==> config.mk <==
export PLATFORM = sky130hd
export DESIGN_NAME = dacq_frame_tx
export DESIGN_NICKNAME = d
export VERILOG_FILES = /design/src/rtl/dacq_tx_pkg.sv /design/src/rtl/dacq_span_timer.sv /design/src/rtl/dacq_frame_shreg.sv /design/src/rtl/dacq_tx_seq.sv /design/src/rtl/dacq_frame_tx.sv
export SDC_FILE = /design/constraint.sdc
export NUM_CORES = 1
export LEC_CHECK = 0
export ABC_AREA = 1
export ABC_CLOCK_PERIOD_IN_PS = 5900
export BUFFER_PORTS_ARGS = -buffer_cell sky130_fd_sc_hd__buf_4
export CAP_MARGIN = 40
export CORE_ASPECT_RATIO = 0.5
export CORE_MARGIN = 2
export CORE_UTILIZATION = 40
export DETAILED_ROUTE_END_ITERATION = 10
export GPL_TIMING_DRIVEN = 0
export PLACE_DENSITY_LB_ADDON = 0.1
export REMOVE_ABC_BUFFERS = 1
export SLEW_MARGIN = 10
export SYNTH_ARGS = -nofsm -noshare
export SYNTH_HDL_FRONTEND = slang
export SYNTH_HIERARCHICAL = 1
export SYNTH_SLANG_ARGS = --single-unit
==> constraint.sdc <==
create_clock -name clk -period 5.9 [get_ports clk]
set_input_delay 0.59 -clock clk [delete_from_list [all_inputs] [get_ports clk]]
set_output_delay 0.59 -clock clk [all_outputs]
set_load 0.02 [all_outputs]
==> src/rtl/dacq_tx_pkg.sv <==
package dacq_tx_pkg;

  typedef enum logic [3:0] {
    ST_IDLE,
    ST_SETUP,
    ST_LOW,
    ST_HIGH,
    ST_GAP,
    ST_HOLD,
    ST_WAIT_UPD,
    ST_LD_DLY,
    ST_LD_PULSE,
    ST_CLR_SET,
    ST_CLR_PULSE
  } tx_state_t;

  // integer division rounded up, for turning ns minimums into cycles
  function automatic int ceil_div(input int num, input int den);
    return (num + den - 1) / den;
  endfunction

  function automatic int max2(input int a, input int b);
    return (a > b) ? a : b;
  endfunction

endpackage

==> src/rtl/dacq_span_timer.sv <==
// Down-counter that measures one phase: load with N, expired after N cycles.
module dacq_span_timer #(
  parameter int W = 4
) (
  input  logic         clk,
  input  logic         rst,
  input  logic         load,
  input  logic [W-1:0] span,
  output logic         expired
);

  logic [W-1:0] cnt;

  always_ff @(posedge clk) begin
    if (rst) begin
      cnt <= '0;
    end else if (load) begin
      cnt <= span - 1'b1;
    end else if (cnt != '0) begin
      cnt <= cnt - 1'b1;
    end
  end

  assign expired = (cnt == '0);

endmodule

==> src/rtl/dacq_frame_shreg.sv <==
// Parallel-load shift register presenting the next bit to send on msb.
module dacq_frame_shreg #(
  parameter int W = 16
) (
  input  logic         clk,
  input  logic         rst,
  input  logic         load,
  input  logic [W-1:0] frame,
  input  logic         shift,
  output logic         msb
);

  logic [W-1:0] sr;

  always_ff @(posedge clk) begin
    if (rst) begin
      sr <= '0;
    end else if (load) begin
      sr <= frame;
    end else if (shift) begin
      sr <= {sr[W-2:0], 1'b0};
    end
  end

  assign msb = sr[W-1];

endmodule

==> src/rtl/dacq_tx_seq.sv <==
// Phase sequencer: frame shifting, load strobe and clear strobe.
// Outputs are registered from the next state so they line up with it.
module dacq_tx_seq
  import dacq_tx_pkg::*;
#(
  parameter int FRAME_W  = 16,
  parameter int HALF_CYC = 3,
  parameter int SEL_CYC  = 2,
  parameter int STB_CYC  = 3,
  parameter int GAP_LEN  = 4,
  parameter int TMR_W    = 3,
  parameter int BIT_W    = 5
) (
  input  logic             clk,
  input  logic             rst,
  input  logic             start,
  input  logic             byte_mode,
  input  logic             auto_load,
  input  logic             load_req,
  input  logic             clear_req,
  input  logic             clear_to_mid,
  input  logic             tmr_expired,
  output logic             tmr_load,
  output logic [TMR_W-1:0] tmr_span,
  output logic             shr_load,
  output logic             shr_shift,
  input  logic             shr_msb,
  output logic             ser_clk,
  output logic             ser_dat,
  output logic             sel_n,
  output logic             load_n,
  output logic             clr_n,
  output logic             clr_level,
  output logic             busy,
  output logic             done
);

  localparam int SPLIT_AT = FRAME_W / 2;
  localparam logic [TMR_W-1:0] HALF_T = TMR_W'(HALF_CYC);
  localparam logic [TMR_W-1:0] SEL_T  = TMR_W'(SEL_CYC);
  localparam logic [TMR_W-1:0] STB_T  = TMR_W'(STB_CYC);
  localparam logic [TMR_W-1:0] GAP_T  = TMR_W'(GAP_LEN);

  tx_state_t        st, nxt;
  logic [BIT_W-1:0] bits_left;
  logic             byte_q, auto_q;
  logic             take_clear;

  always_comb begin
    nxt        = st;
    tmr_load   = 1'b0;
    tmr_span   = '0;
    shr_load   = 1'b0;
    shr_shift  = 1'b0;
    take_clear = 1'b0;
    case (st)
      ST_IDLE: begin
        if (start) begin
          nxt      = ST_SETUP;
          tmr_load = 1'b1;
          tmr_span = SEL_T;
          shr_load = 1'b1;
        end else if (clear_req) begin
          nxt        = ST_CLR_SET;
          tmr_load   = 1'b1;
          tmr_span   = STB_T;
          take_clear = 1'b1;
        end
      end
      ST_SETUP, ST_GAP: begin
        if (tmr_expired) begin
          nxt       = ST_LOW;
          tmr_load  = 1'b1;
          tmr_span  = HALF_T;
          shr_shift = 1'b1;
        end
      end
      ST_LOW: begin
        if (tmr_expired) begin
          nxt      = ST_HIGH;
          tmr_load = 1'b1;
          tmr_span = HALF_T;
        end
      end
      ST_HIGH: begin
        if (tmr_expired) begin
          tmr_load = 1'b1;
          if (bits_left == '0) begin
            nxt      = ST_HOLD;
            tmr_span = SEL_T;
          end else if (byte_q && (bits_left == BIT_W'(SPLIT_AT))) begin
            nxt      = ST_GAP;
            tmr_span = GAP_T;
          end else begin
            nxt       = ST_LOW;
            tmr_span  = HALF_T;
            shr_shift = 1'b1;
          end
        end
      end
      ST_HOLD: begin
        if (tmr_expired) begin
          if (auto_q) begin
            nxt      = ST_LD_DLY;
            tmr_load = 1'b1;
            tmr_span = STB_T;
          end else begin
            nxt = ST_WAIT_UPD;
          end
        end
      end
      ST_WAIT_UPD: begin
        if (load_req) begin
          nxt      = ST_LD_DLY;
          tmr_load = 1'b1;
          tmr_span = STB_T;
        end
      end
      ST_LD_DLY: begin
        if (tmr_expired) begin
          nxt      = ST_LD_PULSE;
          tmr_load = 1'b1;
          tmr_span = STB_T;
        end
      end
      ST_CLR_SET: begin
        if (tmr_expired) begin
          nxt      = ST_CLR_PULSE;
          tmr_load = 1'b1;
          tmr_span = STB_T;
        end
      end
      ST_LD_PULSE, ST_CLR_PULSE: begin
        if (tmr_expired) nxt = ST_IDLE;
      end
      default: nxt = ST_IDLE;
    endcase
  end

  always_ff @(posedge clk) begin
    if (rst) begin
      st        <= ST_IDLE;
      bits_left <= '0;
      byte_q    <= 1'b0;
      auto_q    <= 1'b0;
      ser_clk   <= 1'b1;
      ser_dat   <= 1'b0;
      sel_n     <= 1'b1;
      load_n    <= 1'b1;
      clr_n     <= 1'b1;
      clr_level <= 1'b0;
      busy      <= 1'b0;
      done      <= 1'b0;
    end else begin
      st <= nxt;
      if (shr_load) begin
        bits_left <= BIT_W'(FRAME_W);
        byte_q    <= byte_mode;
        auto_q    <= auto_load;
      end else if (shr_shift) begin
        bits_left <= bits_left - 1'b1;
      end
      if (shr_shift) ser_dat <= shr_msb;
      if (take_clear) clr_level <= clear_to_mid;
      ser_clk <= (nxt != ST_LOW);
      sel_n   <= !(nxt inside {ST_SETUP, ST_LOW, ST_HIGH, ST_GAP, ST_HOLD});
      load_n  <= (nxt != ST_LD_PULSE);
      clr_n   <= (nxt != ST_CLR_PULSE);
      busy    <= (nxt != ST_IDLE);
      done    <= (nxt == ST_IDLE) && ((st == ST_LD_PULSE) || (st == ST_CLR_PULSE));
    end
  end

endmodule

==> src/rtl/dacq_frame_tx.sv <==
// Host-side sender for a quad 12-bit serial DAC: frame, load and clear strobes.
module dacq_frame_tx
  import dacq_tx_pkg::*;
#(
  parameter int CLK_PS        = 8000,    // system clock period
  parameter int SCLK_MAX_KHZ  = 30000,   // serial clock ceiling
  parameter int SCLK_PHASE_PS = 13000,   // minimum high and low phase
  parameter int SEL_GUARD_PS  = 13000,   // select setup and hold
  parameter int STROBE_PS     = 20000,   // load delay, load and clear widths
  parameter int GAP_CYC       = 4,       // parked-high cycles between halves
  parameter int ADDR_W        = 2,
  parameter int PAD_W         = 2,
  parameter int CODE_W        = 12
) (
  input  logic              clk,
  input  logic              rst,
  input  logic              start,
  input  logic [ADDR_W-1:0] chan_addr,
  input  logic [CODE_W-1:0] code,
  input  logic              byte_mode,
  input  logic              auto_load,
  input  logic              load_req,
  input  logic              clear_req,
  input  logic              clear_to_mid,
  output logic              ser_clk,
  output logic              ser_dat,
  output logic              sel_n,
  output logic              load_n,
  output logic              clr_n,
  output logic              clr_level,
  output logic              busy,
  output logic              done
);

  localparam int FRAME_W     = ADDR_W + PAD_W + CODE_W;
  localparam int SCLK_PER_PS = ceil_div(1_000_000_000, SCLK_MAX_KHZ);
  localparam int HALF_CYC    = max2(1, max2(ceil_div(SCLK_PHASE_PS, CLK_PS),
                                            ceil_div(ceil_div(SCLK_PER_PS, 2), CLK_PS)));
  localparam int SEL_CYC     = max2(1, ceil_div(SEL_GUARD_PS, CLK_PS));
  localparam int STB_CYC     = max2(1, ceil_div(STROBE_PS, CLK_PS));
  localparam int GAP_LEN     = max2(1, GAP_CYC);
  localparam int TMR_MAX     = max2(max2(HALF_CYC, SEL_CYC), max2(STB_CYC, GAP_LEN));
  localparam int TMR_W       = $clog2(TMR_MAX + 1);
  localparam int BIT_W       = $clog2(FRAME_W + 1);

  logic [FRAME_W-1:0] frame_word;
  logic               tmr_load, tmr_expired;
  logic [TMR_W-1:0]   tmr_span;
  logic               shr_load, shr_shift, shr_msb;

  assign frame_word = {chan_addr, {PAD_W{1'b0}}, code};

  dacq_span_timer #(.W(TMR_W)) timer_i (
    .clk     (clk),
    .rst     (rst),
    .load    (tmr_load),
    .span    (tmr_span),
    .expired (tmr_expired)
  );

  dacq_frame_shreg #(.W(FRAME_W)) shreg_i (
    .clk   (clk),
    .rst   (rst),
    .load  (shr_load),
    .frame (frame_word),
    .shift (shr_shift),
    .msb   (shr_msb)
  );

  dacq_tx_seq #(
    .FRAME_W  (FRAME_W),
    .HALF_CYC (HALF_CYC),
    .SEL_CYC  (SEL_CYC),
    .STB_CYC  (STB_CYC),
    .GAP_LEN  (GAP_LEN),
    .TMR_W    (TMR_W),
    .BIT_W    (BIT_W)
  ) seq_i (
    .clk          (clk),
    .rst          (rst),
    .start        (start),
    .byte_mode    (byte_mode),
    .auto_load    (auto_load),
    .load_req     (load_req),
    .clear_req    (clear_req),
    .clear_to_mid (clear_to_mid),
    .tmr_expired  (tmr_expired),
    .tmr_load     (tmr_load),
    .tmr_span     (tmr_span),
    .shr_load     (shr_load),
    .shr_shift    (shr_shift),
    .shr_msb      (shr_msb),
    .ser_clk      (ser_clk),
    .ser_dat      (ser_dat),
    .sel_n        (sel_n),
    .load_n       (load_n),
    .clr_n        (clr_n),
    .clr_level    (clr_level),
    .busy         (busy),
    .done         (done)
  );

endmodule

# Word-level counts from Yosys, hierarchy flattened
# Index checks and enable logic that the tools add are counted.
# Widths: inputs -> output; s select.
# totals
ramBits	0
latchBits	0
reg_bits	38
in_bits	22
rom_bits	0
mem_count	0
output_inout_bits	8
# op_classes
n_shift	0
n_mul	0
addsub	3
n_div	0
eq_ne	19
n_mux	45
reduce_logical	18
n_lt_le_gt_ge	0
bitwise_logic	0
# ops
op	count
$mux 4	11
$pmux 4 s9	1
$mux 16	2
$eq 4x3->1 const B	6
$mux 3	8
$eq 4x2->1 const B	4
$pmux 3 s5	1
$mux 1	14
$eq 4x4->1 const B	3
$mux 5	2
$eq 4x1->1 const B	2
$logic_not 4->1	2
$mux 2	4
$ne 4x4->1 const B	2
$reduce_or 2->1	3
$reduce_or 6->1	1
$sub 3x1->3 const B	2
$eq 5x4->1 const B	1
$logic_not 5->1	1
$reduce_bool 5->1	1
$reduce_or 5->1	1
$sub 5x1->5 const B	1
$ne 4x2->1 const B	1
$pmux 1 s4	1
other kinds (8)	10

# Logic depth before layout (Yosys ltp)
# Gate-level depths: netlist of the first run.
# depth
ltp_word	9
depth_mapped	17
depth_no_buf	17

# Cells and area by module
# The synthesis of the first run kept the hierarchy.
# by_module_without_submodules
module	seq_area_each_um2	area_per_inst_um2	instances	cells_each
dacq_tx_seq	380.4	1104.8	1	175
dacq_frame_shreg	320.3	799.5	1	121
dacq_span_timer	60.1	168.9	1	25
dacq_frame_tx	0.0	3.8	1	1

# Least setup slack after synthesis of the first run
# No wires, ideal clock.
# synth_timing
kind	input -> register
start	input port start
end	register timer_i.cnt[2]
setup_time_ps	115
t_arrival_ps	1829
slack_ps	3956
cell_stages	12
cell_sequence	or2_2 -> nand2_1 -> nand2_1 -> nor2_1 -> nand3b_1 -> inv_2 -> nand2_1 -> nand2_1 -> inv_1 -> ha_1 -> nand3_1 -> a21oi_2
# synth_lines
element	line	source
start, declared	dacq_frame_tx.sv:17	input logic start,
$mux 1 (*)	dacq_tx_seq.sv:58	if (start) begin
$pmux 1 s4 (*)	dacq_tx_seq.sv:56	case (st)
net tmr_load	dacq_frame_tx.sv:47	logic tmr_load, tmr_expired;
$mux 3 / $reduce_bool 2->1 (equally long branches)	-	
end signal, assigned	dacq_span_timer.sv:18	cnt <= span - 1'b1;
end signal, assigned	dacq_span_timer.sv:20	cnt <= cnt - 1'b1;
end, declared	dacq_span_timer.sv:12	logic [W-1:0] cnt;
# The timed path passes the listed nets; every way through them passes the cells marked *.
# A chain may end at the register's enable or synchronous reset.

# Worst setup path in the final report of the first run
# layout_timing
start	register seq_i.st[3]
end	register timer_i.cnt[2]
# layout_lines
element	line	source
start, declared	dacq_tx_seq.sv:44	tx_state_t st, nxt;
start signal, assigned	dacq_tx_seq.sv:155	st <= nxt;
$eq 4x1->1 (tied with other cells)	dacq_tx_seq.sv:56	
$reduce_or 6->1 (no line)	-	
$pmux 1 s4 (*)	dacq_tx_seq.sv:56	
net tmr_load	dacq_frame_tx.sv:47	
$mux 3 / $reduce_bool 2->1 (equally long branches)	-	
# Marks and branches as above.

==> results of run 1 <==
==> cell type report <==
class,instances,area share [%]
repair buffers,30,9.14
multi-input cells,230,44.3
flip-flops and latches,38,31.2
clock buffers,6,3.39
clock inverters,1,1.23
well taps,70,3.60
inverters,46,7.09
==> stage by stage <==
stage	cell area [um2]	hold WS (ns)	utilization, %	setup slack [ns]
3_3_place_gp	2320	0.452	46.8	3.26
3_5_place_dp	2320	0.456	46.9	3.66
5_1_grt	2440	0.489	49.2	3.28
4_1_cts	2440	0.467	49.2	3.64
6_report	2440	0.466	49.2	3.59
2_1_floorplan	2010	0.435	-	3.65
==> cell usage after synthesis (2+ instances only) <==
library cell	instances	area share [%]
ha_1	3	1.8
nand3_1	41	9.9
inv_2	3	0.54
dfxtp_1	38	37
buf_4	2	0.72
o21ai_0	7	1.7
nand2_1	104	19
nor3_1	4	0.96
buf_6	3	1.6
buf_2	3	0.72
inv_1	43	7.8
nor2_4	2	1.1
nor2_1	37	6.7
a21oi_1	10	2.4
nand4_1	3	0.90
a21oi_2	2	0.84
==> routing by layer <==
metal | up-vias | GRT usage [%]
met4 | 0 | 5.04
met5 | - | 0
met3 | 5 | 4.22
met2 | 56 | 28.9
met1 | 880 | 20.7
li1 | 1065 | -
==> worst min-delay path by stage <==
stage / cells after the start / startpoint / end
floorplan: 2 / shreg_i/sr[0] / shreg_i/sr[0]
global placement: 2 / seq_i/bits_left[0] / seq_i/bits_left[0]
detailed placement: 2 / seq_i/bits_left[0] / seq_i/bits_left[0]
CTS: 2 / seq_i/bits_left[0] / seq_i/bits_left[0]
global route: 2 / seq_i/bits_left[0] / seq_i/bits_left[0]
finish: 2 / seq_i/bits_left[0] / seq_i/bits_left[0]
==> placed cells by master (no fill, tap or decap), drive strengths merged <==
| cell | synthesis | layout |
|---|---|---|
| nand2 | 106 | 106 |
| inv | 46 | 46 |
| nand3 | 41 | 41 |
| nor2 | 41 | 41 |
| dfxtp | 38 | 38 |
| buf | 9 | 30 |
| a21oi | 12 | 12 |
| o21ai | 9 | 9 |
| clkbuf | 0 | 6 |
| nor3 | 4 | 4 |
| nand4 | 3 | 3 |
| ha | 3 | 3 |
| conb | 1 | 2 |
| bufinv | 0 | 1 |
| or2 | 1 | 1 |
| nand3b | 1 | 1 |
| o211ai | 1 | 1 |
| a31oi | 1 | 1 |
| a211oi | 1 | 1 |
| nor4 | 1 | 1 |
| o21bai | 1 | 1 |
| xor2 | 1 | 1 |
| mux2i | 1 | 1 |
==> power groups by stage <==
stage / clock network (mW) / registers, mW / logic (mW)
6_report: 0.225 / 0.369 / 0.569
5_1_grt: 0.244 / 0.378 / 0.650
4_1_cts: 0.233 / 0.368 / 0.570
3_5_place_dp: 0 / 0.374 / 0.567
3_3_place_gp: 0 / 0.372 / 0.551
2_1_floorplan: 0 / 0.382 / 0.417
==> state kept, by name, indices dropped and copies added, names as in the netlist <==
name	flops
seq_i/st	4
shreg_i/sr	16
seq_i/auto_q	1
seq_i/bits_left	5
seq_i/ser_dat	1
seq_i/done	1
seq_i/byte_q	1
seq_i/sel_n	1
seq_i/clr_level	1
seq_i/busy	1
seq_i/ser_clk	1
seq_i/clr_n	1
seq_i/load_n	1
timer_i/cnt	3
==> tightest hold or removal path, cell delays in order (launching register included) <==
cell     delay [ns]
dfxtp_1        0.31
nand2_1        0.06
a21oi_1        0.05
==> kinds of logic (layout without fill, tap and decap cells) <==
logic type	count (synthesis)	after routing	share of synthesized area, %
and+or+nand+nor	198	198	41.4
buffers and inverters	55	83	11.6
DFF	38	38	36.6
AOI/OAI and AO/OA	25	25	7.53
adders and majority gates	3	3	1.81
other	1	2	0.181
xor gates and xnor gates	1	1	0.422
muxes	1	1	0.482
==> flow_metrics.env, run 1 <==
export IMPL_grt_pass1_wl_um=7470
export IMPL_min_path_type="flop to flop"
export IMPL_cp_arrival_ns=2.53
export IMPL_multi_input_area_mm2=0.00108
export IMPL_wl_per_cell_um=10.6
export IMPL_initial_core_util_pct=41.9
export IMPL_grt_use_total_pct=16.5
export IMPL_clockBufferDepth=2
export IMPL_num_io_pins=30
export IMPL_path_depth=17
export IMPL_root_buffer="clkbuf_8"
export IMPL_path_class="flop to flop"
export IMPL_synthDistinctLibCells=33
export IMPL_reg2regPathDepth=17
export IMPL_p_int_mw=0.654
export IMPL_switching_share_pct=43.7
export IMPL_wl_um=4470
export IMPL_critical_path_required_ns=6.13
export IMPL_path_common_cell="nand2_1"
export IMPL_place_hpwl_um=3240
export IMPL_endpoint="timer_i/cnt[2]"
export IMPL_grt_overflow=0
export IMPL_rr_endpoint="timer_i/cnt[2]"
export IMPL_yosysWarnings=6
export IMPL_drive_above_1_share_pct=14.5
export IMPL_numClockSinks=38
export IMPL_die_w_um=106
export IMPL_area_growth_pct=17.3
export IMPL_max_freq_mhz=434
export IMPL_rr_startpoint="seq_i/st[3]"
export IMPL_route_met3_wl_um=217
export IMPL_path_clk_slew_ns=0.07
export IMPL_setup_violations=0
export IMPL_fin_cells=421
export IMPL_end_kind="flop"
export IMPL_synth_async_reset_ratio_pct=0
export IMPL_nFillCells=518
export IMPL_synth_area_mm2=0.00208
export IMPL_maxCapViolCount=0
export IMPL_top_layer="met4"
export IMPL_via_count=2006
export IMPL_power_density_mw_per_mm2=477
export IMPL_clkPwrFrac_pct=19.3
export IMPL_final_setup_tns_ns=0
export IMPL_final_hold_viol_count=0
export IMPL_gp_congestion=0.916
export IMPL_die_height_um=55.0
export IMPL_port_buffers=29
export IMPL_regToRegSetupSlack_ns=3.59
export IMPL_cp_max_fo=6
export IMPL_leakage_nw=1.25
export IMPL_cp_start_kind="flop"
export IMPL_nets=376
export IMPL_layout_min_cycle_time_ns=2.31
export IMPL_slew_violations=0
export IMPL_slew_headroom_pct=50.6
export IMPL_diodes=0
export IMPL_syn_inst=322
export IMPL_cts_resized=0
export IMPL_drc=0
export IMPL_numCtsBuffers=5
export IMPL_hold_buffers=0
export IMPL_skew_ns=0.00411
export IMPL_wl_met2_um=2040
export IMPL_peakVddDrop_mv=0.160
export IMPL_num_rows=18
export IMPL_yosysSeqAreaShare_pct=36.6
export IMPL_critPathBufInv=5
export IMPL_synth_flop_cell="dfxtp_1"
export IMPL_drt_met1_wl_um=2190
export IMPL_drt_initial_drc_count=72
export IMPL_cts_setup_buffers=0
export IMPL_dp_cells=414
export IMPL_startpoint="seq_i/st[3]"
export IMPL_grt_pass1_vias=1728
export IMPL_combPwrFrac_pct=48.9
export IMPL_dieArea_mm2=0.00582
export IMPL_slowest_delay_ns=0.42
export IMPL_antenna_left=0
export IMPL_p_sw_mw=0.508
export IMPL_insertion_delay_ns=0.29
export IMPL_core_area_mm2=0.00495
export IMPL_critical_path_slowest_cell="dfxtp_1"
export IMPL_rsz0062_at_grt="false"
export IMPL_ys_seq_elements=38
export IMPL_first_pass_iters=6
export IMPL_cp_cell_sequence="inv_1 -> nand2_1 -> inv_1 -> nand2_1 -> nand3_1 -> nor3_1 -> nor2_1 -> nor2_1 -> nand3b_1 -> inv_2 -> nand2_1 -> nand2_1 -> inv_1 -> ha_1 -> inv_1 -> nand2_1 -> a21oi_2"
export IMPL_design_power_total_mw=1.16
export IMPL_regArea_um2=761
export IMPL_vias_per_cell=4.76
export IMPL_synth_edf_count=0
export IMPL_antenna_found_initial=0
export IMPL_seqPwrFrac_pct=31.7
export IMPL_h_tree_depth=2
export IMPL_tightest_slew_ns=0.738
export IMPL_status="finished clean"
export IMPL_fin_crit_sh_pct=39.1
export IMPL_cts_tree="yes"
export IMPL_syn_mean_instance_area_um2=6.45
export IMPL_grt_max_degree=26
export IMPL_cp_top_family="simple AND/OR/NAND/NOR gates"
Power figures use the tool's default switching activity.
==> run 2: changes to the inputs <==
--- a/config.mk
+++ b/config.mk
@@ -5,8 +5,8 @@
 export SDC_FILE = /design/constraint.sdc
 export NUM_CORES = 1
 export LEC_CHECK = 0
-export ABC_AREA = 1
-export ABC_CLOCK_PERIOD_IN_PS = 5900
+export ABC_AREA = 0
+export ABC_CLOCK_PERIOD_IN_PS = 2260
 export BUFFER_PORTS_ARGS = -buffer_cell sky130_fd_sc_hd__buf_4
 export CAP_MARGIN = 40
 export CORE_ASPECT_RATIO = 0.5
==> constraint.sdc (replaced) <==
create_clock -name clk -period 2.26 [get_ports clk]
set_input_delay 0.226 -clock clk [delete_from_list [all_inputs] [get_ports clk]]
set_output_delay 0.226 -clock clk [all_outputs]
set_load 0.02 [all_outputs]
==> run 2 against run 1 <==
Against the previous run: combinational power rose to 2.8 times the previous value; sequential power rose to 3.0 times the previous value; global-route usage is essentially flat; area after synthesis decreased by 0.72%; utilization is 0.050 points higher; flip-flop and latch count stayed put.
==> flow_metrics.env, run 2 <==
export IMPL_peakVddDrop_mv=0.405
export IMPL_diodes=0
export IMPL_cp_arrival_ns=2.42
export IMPL_numCtsBuffers=5
export IMPL_num_io_pins=30
export IMPL_gp_congestion=0.794
export IMPL_port_buffers=29
export IMPL_grt_pass1_vias=1555
export IMPL_cp_cell_sequence="inv_1 -> ha_1 -> or3b_4 -> nor2_1 -> o32ai_1 -> a21o_1 -> mux2i_1 -> ha_2 -> xnor2_1 -> a21oi_1 -> o21a_1"
export IMPL_final_hold_viol_count=0
export IMPL_syn_inst=221
export IMPL_synthDistinctLibCells=52
export IMPL_wl_um=4330
export IMPL_ys_seq_elements=38
export IMPL_status="finished clean"
export IMPL_design_power_total_mw=3.19
export IMPL_place_hpwl_um=2850
export IMPL_grt_use_total_pct=16.5
export IMPL_slew_headroom_pct=64.3
export IMPL_yosys_area_top_type_share_pct=36.9
export IMPL_h_tree_depth=2
export IMPL_root_buffer="clkbuf_8"
export IMPL_layout_min_cycle_time_ns=2.22
export IMPL_largest_registers="shreg_i/sr: 16 flops, seq_i/bits_left: 5 flops, seq_i/st: 4 flops"
export IMPL_grt_max_degree=32
export IMPL_skew_ns=0.00398
export IMPL_numClockSinks=38
export IMPL_top_register="shreg_i/sr"
export IMPL_cts_tree="yes"
export IMPL_synth_edf_count=0
export IMPL_maxCapViolCount=0
export IMPL_die_height_um=54.8
export IMPL_netlist_top_cells_count="dfxtp_1, mux2i_1, nor2b_1"
export IMPL_cts_setup_buffers=0
export IMPL_synth_async_reset_ratio_pct=0
export IMPL_met1_usage_pct=21.1
export IMPL_grt_util_met3_pct=4.17
export IMPL_via_count=1649
export IMPL_antenna_found_initial=0
export IMPL_hold_buffers=0
export IMPL_insertion_delay_ns=0.29
export IMPL_final_cell_mix="dfxtp_1, buf_4, mux2i_1"
export IMPL_leakage_nw=0.896
export IMPL_yosysSeqAreaShare_pct=36.9
export IMPL_first_pass_iters=4
export IMPL_dpl_instance_area_mm2=0.00228
export IMPL_drt_initial_drc_count=40
export IMPL_clockBufferDepth=2
export IMPL_post_place_ws_ns=-0.264
export IMPL_num_rows=18
export IMPL_mostFrequentLayoutCell="dfxtp_1"
export IMPL_path_clk_slew_ns=0.08
export IMPL_grt_pass1_wl_um=7280
export IMPL_core_area_mm2=0.00495
export IMPL_grt_busiest_layer="met2"
export IMPL_die_w_um=106
export IMPL_slew_violations=0
export IMPL_critical_path_required_ns=2.45
export IMPL_vias_per_cell=5.19
export IMPL_setup_violations=0
export IMPL_synth_area_top_cells="dfxtp_1, mux2i_1, nor2b_1"
export IMPL_tightest_slew_ns=0.535
export IMPL_nets=272
export IMPL_min_path_type="primary input to flop"
export IMPL_synth_area_mm2=0.00206
export IMPL_drive_above_1_share_pct=25.8
export IMPL_critical_path_slowest_cell="or3b_4"
export IMPL_synth_most_common_cell="dfxtp_1"
export IMPL_finish_utilization_pct=49.2
export IMPL_drc=0
export IMPL_max_freq_mhz=450
export IMPL_end_kind="flop"
export IMPL_wl_per_cell_um=13.6
export IMPL_yosysWarnings=6
export IMPL_dieArea_mm2=0.00578
export IMPL_synth_largest_area_cell="dfxtp_1"
export IMPL_syn_mean_instance_area_um2=9.33
export IMPL_finalWorstSetupSlack_ns=0.0366
export IMPL_area_growth_pct=18.3
export IMPL_slowest_delay_ns=0.42
export IMPL_power_density_mw_per_mm2=1310
export IMPL_final_setup_tns_ns=0
export IMPL_final_area_mm2=0.00244
export IMPL_initial_core_util_pct=41.6
export IMPL_grt_overflow=0
export IMPL_grt_use_met2_pct=26.7
export IMPL_antenna_left=0
export IMPL_path_class="flop to flop"
export IMPL_synth_flop_cell="dfxtp_1"
export IMPL_largest_reg_flops=16
export IMPL_cp_start_kind="flop"
export IMPL_cp_max_fo=5
export IMPL_fin_crit_sh_pct=98.4
export IMPL_rsz0062_at_grt="true"
-- run 2: cell types whose count changed after synthesis, moves of 4 or more --
| cell | delta |
|---|---|
| a211oi_2 | +4 |
| nand3_1 | -40 |
| nor2b_1 | +20 |
| mux2i_1 | +19 |
| inv_1 | -35 |
| a211oi_1 | +11 |
| nor2_1 | -22 |
| nand2_1 | -89 |
-- run 2: worst max-delay path: cells and delay by family, from the launching register on --
| kind | cells | cell delay (ns) |
|---|---|---|
| and+or+nand+nor | 2 | 0.56 |
| AOI/OAI and AO/OA | 4 | 0.44 |
| adders and majority gates | 2 | 0.40 |
| DFF | 1 | 0.34 |
| muxes | 1 | 0.18 |
| xor gates and xnor gates | 1 | 0.11 |
| buffers and inverters | 1 | 0.09 |
-- run 2: cells by family (layout without fill, tap and decap cells) --
logic type,count (synthesis),in the layout,share of synthesized area (%)
simple gates,79,79,22.8
compound gates,52,53,19.5
flops,38,38,36.9
mux,21,21,10.3
buf+inv,21,46,6.01
xor+xnor,6,6,2.55
fa+ha+maj,3,3,1.82
other cells,1,2,0.182
-- run 2: per-stage QoR --
stage	std cells	hold slack (ns)
2_1_floorplan	209	0.291
6_report	318	0.192
3_5_place_dp	309	0.458
4_1_cts	317	0.178
3_3_place_gp	308	0.448
5_1_grt	318	0.194
-- run 2: path summary, 6_finish.rpt --
path | slack, ns | to | cells after the start | startpoint
worst max-delay path | 0.04 | timer_i/cnt[2] | 11 | seq_i/bits_left[0]
worst min register to register | 0.47 | seq_i/clr_level | 2 | seq_i/clr_level
worst max register to register | 0.04 | timer_i/cnt[2] | 11 | seq_i/bits_left[0]
worst min-delay path | 0.19 | seq_i/byte_q | 3 | byte_mode
-- run 2: timing repair --
| action | 4_1_cts | 5_1_grt |
|---|---|---|
| resized for setup | 6 | 10 |
| gates cloned | 0 | 1 |
| setup endpoints to repair | 19 | 25 |
-- run 2: final cells by class --
| class | instances | area (um2) |
|---|---|---|
| Fill cell | 496 | 2520 |
| Multi-Input combinational cell | 164 | 1230 |
| Sequential cell | 38 | 773 |
| Timing Repair Buffer | 30 | 223 |
| Tap cell | 70 | 87.6 |
| Clock buffer | 6 | 82.6 |
| Inverter | 8 | 33.8 |
| Clock inverter | 2 | 12.5 |
-- run 2: routing by layer --
metal,vias to the layer above,wire [um]
met1,767,2160
met5,-,0
li1,845,-
met2,29,1910
met4,0,72
met3,8,179
-- run 2: where the power goes --
group / internal [mW] / switching [mW]
combinational: 0.744 / 0.845
sequential: 0.888 / 0.212
clock: 0.245 / 0.252
total: 1.88 / 1.31
